--- src/rtl/core_pkg.sv ---
package core_pkg;
   typedef enum logic [1:0] {ST_REQ, ST_CAPT, ST_EXEC, ST_HALT} core_state_t;
   typedef enum logic [2:0] {K_MOVI, K_ADD, K_INC, K_LOOP, K_HLT, K_BAD} op_kind_t;

   localparam logic [7:0] OP_LD_A   = 8'hB8;
   localparam logic [7:0] OP_LD_C   = 8'hB9;
   localparam logic [7:0] OP_LD_B   = 8'hBB;
   localparam logic [7:0] OP_LD_I   = 8'hBE;
   localparam logic [7:0] OP_ADD    = 8'h01;
   localparam logic [7:0] ADD_MODRM = 8'hD8;
   localparam logic [7:0] OP_INC_I  = 8'h46;
   localparam logic [7:0] OP_LOOP   = 8'hE2;
   localparam logic [7:0] OP_STOP   = 8'hF4;

   localparam int NREG = 4;
   localparam logic [1:0] RI_A = 2'd0;
   localparam logic [1:0] RI_B = 2'd1;
   localparam logic [1:0] RI_C = 2'd2;
   localparam logic [1:0] RI_I = 2'd3;
endpackage

--- src/rtl/core_decode.sv ---
module core_decode
   import core_pkg::*;
#(
   parameter int LEN_W   = 3,
   parameter int IMM_LEN = 5
) (
   input  logic [7:0]       op,
   output op_kind_t         kind,
   output logic [LEN_W-1:0] len,
   output logic [1:0]       dst
);
   always_comb begin
      kind = K_BAD;
      len  = LEN_W'(1);
      dst  = RI_A;
      unique case (op)
         OP_LD_A:  begin kind = K_MOVI; len = LEN_W'(IMM_LEN); dst = RI_A; end
         OP_LD_B:  begin kind = K_MOVI; len = LEN_W'(IMM_LEN); dst = RI_B; end
         OP_LD_C:  begin kind = K_MOVI; len = LEN_W'(IMM_LEN); dst = RI_C; end
         OP_LD_I:  begin kind = K_MOVI; len = LEN_W'(IMM_LEN); dst = RI_I; end
         OP_ADD:   begin kind = K_ADD;  len = LEN_W'(2); end
         OP_INC_I: begin kind = K_INC;  len = LEN_W'(1); end
         OP_LOOP:  begin kind = K_LOOP; len = LEN_W'(2); end
         OP_STOP:  begin kind = K_HLT;  len = LEN_W'(1); end
         default:  begin kind = K_BAD;  len = LEN_W'(1); end
      endcase
   end
endmodule

--- src/rtl/core_imm_pack.sv ---
module core_imm_pack #(
   parameter int IMM_BYTES = 4,
   parameter bit LSB_FIRST = 1'b1
) (
   input  logic [IMM_BYTES*8-1:0] stream,
   output logic [IMM_BYTES*8-1:0] value
);
   generate
      if (LSB_FIRST) begin : g_lsb_first
         assign value = stream;
      end else begin : g_msb_first
         for (genvar k = 0; k < IMM_BYTES; k++) begin : g_swap
            assign value[8*k +: 8] = stream[8*(IMM_BYTES-1-k) +: 8];
         end
      end
   endgenerate
endmodule

--- src/rtl/core_regfile.sv ---
module core_regfile #(
   parameter int DATA_W = 32,
   parameter int NUM    = 4,
   localparam int IDX_W = $clog2(NUM)
) (
   input  logic                  clk,
   input  logic                  rst_n,
   input  logic                  we,
   input  logic [IDX_W-1:0]      waddr,
   input  logic [DATA_W-1:0]     wdata,
   output logic [NUM*DATA_W-1:0] rd_flat
);
   generate
      for (genvar r = 0; r < NUM; r++) begin : g_reg
         logic [DATA_W-1:0] q;
         always_ff @(posedge clk or negedge rst_n) begin
            if (!rst_n)                        q <= '0;
            else if (we && waddr == IDX_W'(r)) q <= wdata;
         end
         assign rd_flat[r*DATA_W +: DATA_W] = q;
      end
   endgenerate
endmodule

--- src/rtl/byte_cisc_core.sv ---
module byte_cisc_core
   import core_pkg::*;
#(
   parameter int               ADDR_W    = 16,
   parameter int               DATA_W    = 32,
   parameter logic [ADDR_W-1:0] START_IP = 16'h0200,
   parameter bit               LSB_FIRST = 1'b1
) (
   input  logic              clk,
   input  logic              rst_n,
   output logic              imem_en,
   output logic [ADDR_W-1:0] imem_addr,
   input  logic [7:0]        imem_data,
   output logic [DATA_W-1:0] dbg_eax,
   output logic [DATA_W-1:0] dbg_ebx,
   output logic [DATA_W-1:0] dbg_ecx,
   output logic [DATA_W-1:0] dbg_esi,
   output logic [ADDR_W-1:0] dbg_ip,
   output logic              halted,
   output logic              illegal
);
   localparam int IMM_BYTES = DATA_W / 8;
   localparam int MAX_LEN   = 1 + IMM_BYTES;
   localparam int LEN_W     = $clog2(MAX_LEN + 1);

   generate
      if (DATA_W % 8 != 0 || DATA_W < 16) begin : g_bad_data_w
         $error("DATA_W must be a multiple of 8 and at least 16");
      end
      if (ADDR_W <= 8) begin : g_bad_addr_w
         $error("ADDR_W must exceed the 8-bit displacement");
      end
   endgenerate

   core_state_t       state;
   logic [ADDR_W-1:0] ip;
   logic [LEN_W-1:0]  cnt, len_q;
   op_kind_t          kind_q;
   logic [1:0]        dst_q;
   logic [7:0]        ibuf [1:MAX_LEN-1];
   logic              halt_q, bad_q;

   op_kind_t          dec_kind;
   logic [LEN_W-1:0]  dec_len;
   logic [1:0]        dec_dst;

   core_decode #(.LEN_W(LEN_W), .IMM_LEN(MAX_LEN)) u_dec (
      .op(imem_data), .kind(dec_kind), .len(dec_len), .dst(dec_dst));

   logic [IMM_BYTES*8-1:0] imm_stream, imm_val;
   generate
      for (genvar k = 0; k < IMM_BYTES; k++) begin : g_stream
         assign imm_stream[8*k +: 8] = ibuf[k+1];
      end
   endgenerate

   core_imm_pack #(.IMM_BYTES(IMM_BYTES), .LSB_FIRST(LSB_FIRST)) u_imm (
      .stream(imm_stream), .value(imm_val));

   logic                   we;
   logic [1:0]             waddr;
   logic [DATA_W-1:0]      wdata;
   logic [NREG*DATA_W-1:0] rd_flat;

   core_regfile #(.DATA_W(DATA_W), .NUM(NREG)) u_rf (
      .clk(clk), .rst_n(rst_n), .we(we), .waddr(waddr), .wdata(wdata), .rd_flat(rd_flat));

   assign dbg_eax = rd_flat[RI_A*DATA_W +: DATA_W];
   assign dbg_ebx = rd_flat[RI_B*DATA_W +: DATA_W];
   assign dbg_ecx = rd_flat[RI_C*DATA_W +: DATA_W];
   assign dbg_esi = rd_flat[RI_I*DATA_W +: DATA_W];

   logic [DATA_W-1:0] ecx_dec;
   logic              take_br, bad_modrm;
   assign ecx_dec = dbg_ecx - DATA_W'(1);

   always_comb begin
      we        = 1'b0;
      waddr     = dst_q;
      wdata     = imm_val;
      take_br   = 1'b0;
      bad_modrm = 1'b0;
      if (state == ST_EXEC) begin
         case (kind_q)
            K_MOVI: we = 1'b1;
            K_ADD: begin
               if (ibuf[1] == ADD_MODRM) begin
                  we = 1'b1; waddr = RI_A; wdata = dbg_eax + dbg_ebx;
               end else begin
                  bad_modrm = 1'b1;
               end
            end
            K_INC:  begin we = 1'b1; waddr = RI_I; wdata = dbg_esi + DATA_W'(1); end
            K_LOOP: begin we = 1'b1; waddr = RI_C; wdata = ecx_dec; take_br = (ecx_dec != '0); end
            default: ;
         endcase
      end
   end

   always_ff @(posedge clk or negedge rst_n) begin
      if (!rst_n) begin
         state  <= ST_REQ;
         ip     <= START_IP;
         cnt    <= '0;
         len_q  <= '0;
         kind_q <= K_BAD;
         dst_q  <= RI_A;
         halt_q <= 1'b0;
         bad_q  <= 1'b0;
         for (int i = 1; i < MAX_LEN; i++) ibuf[i] <= '0;
      end else begin
         unique case (state)
            ST_REQ: state <= ST_CAPT;
            ST_CAPT: begin
               ip <= ip + ADDR_W'(1);
               if (cnt == '0) begin
                  kind_q <= dec_kind;
                  len_q  <= dec_len;
                  dst_q  <= dec_dst;
                  if (dec_kind == K_BAD || dec_kind == K_HLT) begin
                     halt_q <= 1'b1;
                     bad_q  <= (dec_kind == K_BAD);
                     state  <= ST_HALT;
                  end else if (dec_len == LEN_W'(1)) begin
                     state <= ST_EXEC;
                  end else begin
                     cnt   <= LEN_W'(1);
                     state <= ST_REQ;
                  end
               end else begin
                  ibuf[cnt] <= imem_data;
                  if (cnt == len_q - LEN_W'(1)) begin
                     cnt   <= '0;
                     state <= ST_EXEC;
                  end else begin
                     cnt   <= cnt + LEN_W'(1);
                     state <= ST_REQ;
                  end
               end
            end
            ST_EXEC: begin
               if (bad_modrm) begin
                  halt_q <= 1'b1;
                  bad_q  <= 1'b1;
                  state  <= ST_HALT;
               end else begin
                  if (take_br) ip <= ip + {{(ADDR_W-8){ibuf[1][7]}}, ibuf[1]};
                  state <= ST_REQ;
               end
            end
            default: state <= ST_HALT;
         endcase
      end
   end

   assign imem_en   = (state == ST_REQ);
   assign imem_addr = ip;
   assign dbg_ip    = ip;
   assign halted    = halt_q;
   assign illegal   = bad_q;

   assert_ip_step_R3: assert property (@(posedge clk) disable iff (!rst_n)
      (state == ST_CAPT) |=> (dbg_ip == $past(dbg_ip) + ADDR_W'(1)));
   assert_add_sum_R4: assert property (@(posedge clk) disable iff (!rst_n)
      (state == ST_EXEC && kind_q == K_ADD && ibuf[1] == ADD_MODRM)
      |=> (dbg_eax == $past(dbg_eax) + $past(dbg_ebx)));
   assert_inc_index_R5: assert property (@(posedge clk) disable iff (!rst_n)
      (state == ST_EXEC && kind_q == K_INC) |=> (dbg_esi == $past(dbg_esi) + DATA_W'(1)));
   assert_loop_count_R6: assert property (@(posedge clk) disable iff (!rst_n)
      (state == ST_EXEC && kind_q == K_LOOP) |=> (dbg_ecx == $past(dbg_ecx) - DATA_W'(1)));
   assert_halt_hold_R7: assert property (@(posedge clk) disable iff (!rst_n)
      halted |=> ($stable(dbg_ip) && $stable(dbg_eax) && $stable(dbg_esi) && halted));
   assert_illegal_sticky_R8: assert property (@(posedge clk) disable iff (!rst_n)
      illegal |=> (illegal && halted));
endmodule

--- config.mk ---
export PLATFORM = sky130hd
export DESIGN_NAME = byte_cisc_core
export DESIGN_NICKNAME = d
export VERILOG_FILES = /design/src/rtl/core_pkg.sv /design/src/rtl/core_decode.sv /design/src/rtl/core_imm_pack.sv /design/src/rtl/core_regfile.sv /design/src/rtl/byte_cisc_core.sv
export SDC_FILE = /design/constraint.sdc
export NUM_CORES = 1
export LEC_CHECK = 0
export BUFFER_PORTS_ARGS = -buffer_cell sky130_fd_sc_hd__buf_2
export CORE_MARGIN = 1
export CORE_UTILIZATION = 30
export CTS_BUF_LIST = sky130_fd_sc_hd__clkbuf_8 sky130_fd_sc_hd__clkbuf_16
export CTS_CLUSTER_DIAMETER = 40
export DETAILED_ROUTE_END_ITERATION = 8
export SYNTH_ARGS = -nofsm -noshare
export SYNTH_HDL_FRONTEND = slang
export SYNTH_SLANG_ARGS = --single-unit
--- constraint.sdc ---
create_clock -name clk -period 3.3 [get_ports clk]
set_clock_uncertainty 0.2 [all_clocks]
set_input_delay 0.33 -clock clk [delete_from_list [all_inputs] [get_ports clk]]
set_output_delay 0.33 -clock clk [all_outputs]
set_load 0.02 [all_outputs]
==> summary.md <==
| Metric | Value |
|---|---|
| Routed Antenna Nets | `0` |
| Synth Warn # | `0` |
| Commonest non-fill, non-tap cell in the layout | `nand2_1` |
| Die height | `203 um` |
| Worst reg2reg startpoint | `u_rf.g_reg[0].q[0]` |
| Ranking of synthesized cells by area | `dfrtp_1 39%, nand2_1 6.1%, o21ai_0 5.5%, ha_1 5.4%, xnor2_1 4.4%` |
| Ports | `173` |
| TritonCTS clock tree | `built` |
| Max-cap violations | `0` |
| Synthesized net count | `1,461` |
| Root Driver | `clkbuf_16` |
| Seq/Total Area, Yosys | `0.395` |
| Initial antenna violation count | `0` |
| Clock-pin slew on the worst setup and hold paths | `80 ps` |
| DP Worst Slack | `-138 ps` |
| Peak Freq | `0.306 GHz` |
| Top-area cell type share of the netlist area | `0.388` |
| FF+latch area | `4790 um2` |
| Synth cell types | `71` |
| Hold Crit Start | `imem_data[1]` |
| Post-synth EDFFs | `0` |
| Post-DP Area | `14,200 um2` |
| Setup ws final | `29.3 ps` |
| Cell area after layout | `15,100 um2` |
| Post-route minimum period | `3270 ps` |
| Port bufs | `172` |
| Critical path data required time | `3450 ps` |
| Worst VDD drop | `0.000453 V` |
| Area of the multi-input gates | `7070 um2` |
| CTS buffer count | `17` |
| Setup_tns | `0 ps` |
| Vias/cell | `5.40` |
| Post-Syn Instances | `1,397` |
| Sequential power share | `0.291` |
| Mapped cell area | `12,100 um2` |
| Fin nets | `1,701` |
| Yosys top cell by area | `dfrtp_1` |
| Pre-Repair DR Iteration Count | `5` |
| CP top delay family | `compound AO/OA/AOI/OAI gates` |
| Crit-path slowest cell | `fa_2` |
| Grt ovf | `0` |
| Worst R2R Path Depth | `12` |
| Gpl congestion | `0.893` |
| Die width | `203 um` |
| CP cell instances | `ha_2 > fa_2 > a211oi_4 > o21ai_2 > a211oi_2 > buf_4 > a21oi_4 > a21oi_2 > xor2_1 > nor2_1 > o32a_1 > mux2_4` |
| Prevailing post-synth register cell | `dfrtp_1` |
| Reg2reg end | `u_rf.g_reg[0].q[18]` |
| Hold WC Path Type | `primary input to register` |
| Clock buffer depth | `2` |
| Share of cells above drive strength 1 | `0.266` |
| Worst path bufs/invs | `1` |
| Most frequent cells in the layout | `198 x nand2_1, 186 x dfrtp_1, 171 x buf_2` |
| Asr flop ratio synth | `1.00` |
| Initial Util | `0.304` |
| Combinational share of power | `0.572` |
| Finished Core Util | `0.380` |
| Crit end category | `register` |
| DR vias | `11,700` |
| R2R setup slack | `30 ps` |
| Power per standard cell area | `1060 nW/um2` |
| Filler cells | `4,129` |
| Static leakage | `0.00688 uW` |
| WS Path Type | `register to register` |
| Hold path depth | `3` |
| Worst hold endpoint | `dst_q[0]` |
| Ant diodes | `0` |
| Switching power | `7780 uW` |
| H-tree levels | `4` |
| DP HPWL | `33,400 um` |
| Final hold violation count | `0` |
| WHS | `71.2 ps` |
| Flops & latches, synth | `191` |
| Clk pwr share | `0.137` |
| Sink Count | `191` |
| Fin. max-slew vios | `0` |
| GRT Total Usage | `0.211` |
| Least-Margin Pin Slew | `806 ps` |
| Switching share of power | `0.484` |
| Number of global-route vias before repair | `11,100` |
| Crit-path max cell delay | `420 ps` |
| Core area | `39,800 um2` |
| Clk_lat worst skew | `460 ps` |
| Std-Cell Rows | `73` |
| WL final | `43,900 um` |
| Headroom to the max-slew limit | `0.463` |
| Wire per inst | `20.2 um` |
| Critical path data arrival time | `3420 ps` |
| Final Setup Violations | `0` |
| Die area | `41,200 um2` |
| RSZ-0062 raised after global routing | `yes` |
| Worst Path Max Fanout | `5` |
| Period Utilization, post-route | `0.991` |
| Outcome | `completed` |
| Mapped Avg Cell Area | `8.68 um2` |
| First-pass GRT wire length | `66,100 um` |
| Internal | `8290 uW` |
| Starting DRT DRC Count | `1,027` |
| Residual DRC | `0` |
| Largest net degree at the start of global routing | `64` |
| Area grow syn2layout | `24.8%` |
| CP Launch Type | `register` |
-- final cells by class --
class	instances	share of cell area
clock buffers	18	0.0290
flip-flops and latches	191	0.316
clock inverters	13	0.0112
well taps	525	0.0434
repair buffers	299	0.125
multi-input cells	1099	0.467
inverters	29	0.00719
-- state kept, by name (all words and copies together) (netlist names) --
| register | count |
|---|---|
| dbg_ip | 16 |
| kind_q | 3 |
| cnt | 3 |
| u_rf.g.q | 128 |
| dst_q | 2 |
| ibuf | 32 |
| state | 2 |
| halted | 1 |
| len_q | 3 |
| illegal | 1 |
-- worst min-delay path, delay by kind of cell --
family                 cells  cell delay, ps
buffers and inverters      1             190
AND/OR/NAND/NOR            1             100
AO/OA/AOI/OAI              1              70
-- kinds of logic after synthesis --
group / Yosys count / share of synthesized area
AND/OR/NAND/NOR: 506 / 0.199
AO/OA/AOI/OAI: 390 / 0.191
flip-flops: 191 / 0.395
buffers and inverters: 107 / 0.0400
XOR/XNOR: 100 / 0.0723
adder cells (fa/ha/maj): 54 / 0.0570
multiplexers: 49 / 0.0459
-- routing by layer --
layer,track usage,share of wire,vias to the layer above
li1,-,-,5480
met5,0,0,-
met3,0.0454,0.074,57
met4,0.0671,0.023,0
met1,0.281,0.44,5755
met2,0.339,0.46,441
-- stage by stage --
stage               std cells  total power, uW
floorplan                1397            10000
global placement         2131            13400
detailed placement       2131            13500
CTS                      2164            15700
global route             2174            17100
finish                   2174            16100
-- timing repair --
action | CTS | global route
gates resized for setup | 4 | 53
endpoints found under the setup margin | 22 | 53
pin swaps | 1 | 21
gates cloned | 0 | 1
buffers inserted | 1 | 9
hold buffers | 1 | 0
hold endpoints to repair | 56 | 0
-- power by group through the flow --
stage / Clock [uW] / Combinational (uW) / Sequential (uW)
4_1_cts: 2230 / 8850 / 4660
2_1_floorplan: 0 / 4680 / 5320
5_1_grt: 2330 / 9940 / 4830
6_report: 2200 / 9180 / 4680
3_5_place_dp: 0 / 8790 / 4700
3_3_place_gp: 0 / 8690 / 4670
-- synth_stat cells (4+ instances only) --
cell type,n
a211oi_1,12
a21boi_0,5
a21o_1,18
a21oi_1,106
a221oi_1,7
a22oi_1,7
a31oi_1,13
and2_1,15
and3_1,8
buf_4,16
clkbuf_1,55
dfrtp_1,188
ha_1,52
inv_1,29
mux2_2,45
nand2_1,198
nand2b_1,7
nand3_1,34
nand4_1,25
nor2_1,112
nor2b_1,12
nor3_1,30
nor3b_1,5
nor4_1,14
o211ai_1,5
o21a_1,10
o21ai_0,134
o21ai_1,10
o21bai_1,5
o221ai_1,4
o22ai_1,22
o31a_1,7
o31ai_1,4
or2_2,6
or3_1,10
xnor2_1,61
xor2_1,39
-- worst max path at each step --
stage / start / to / slack (ps) / cells after the start
floorplan: u_rf.g_reg[0].q[0] / u_rf.g_reg[0].q[18] / 30 / 11
global placement: u_rf.g_reg[0].q[0] / u_rf.g_reg[0].q[28] / -180 / 12
detailed placement: u_rf.g_reg[1].q[0] / u_rf.g_reg[0].q[28] / -140 / 12
CTS: u_rf.g_reg[0].q[0] / u_rf.g_reg[3].q[18] / 3 / 12
global route: u_rf.g_reg[0].q[0] / u_rf.g_reg[0].q[18] / -110 / 12
finish: u_rf.g_reg[0].q[0] / u_rf.g_reg[0].q[18] / 30 / 12
No activity file was read; power rests on OpenSTA's default activity.
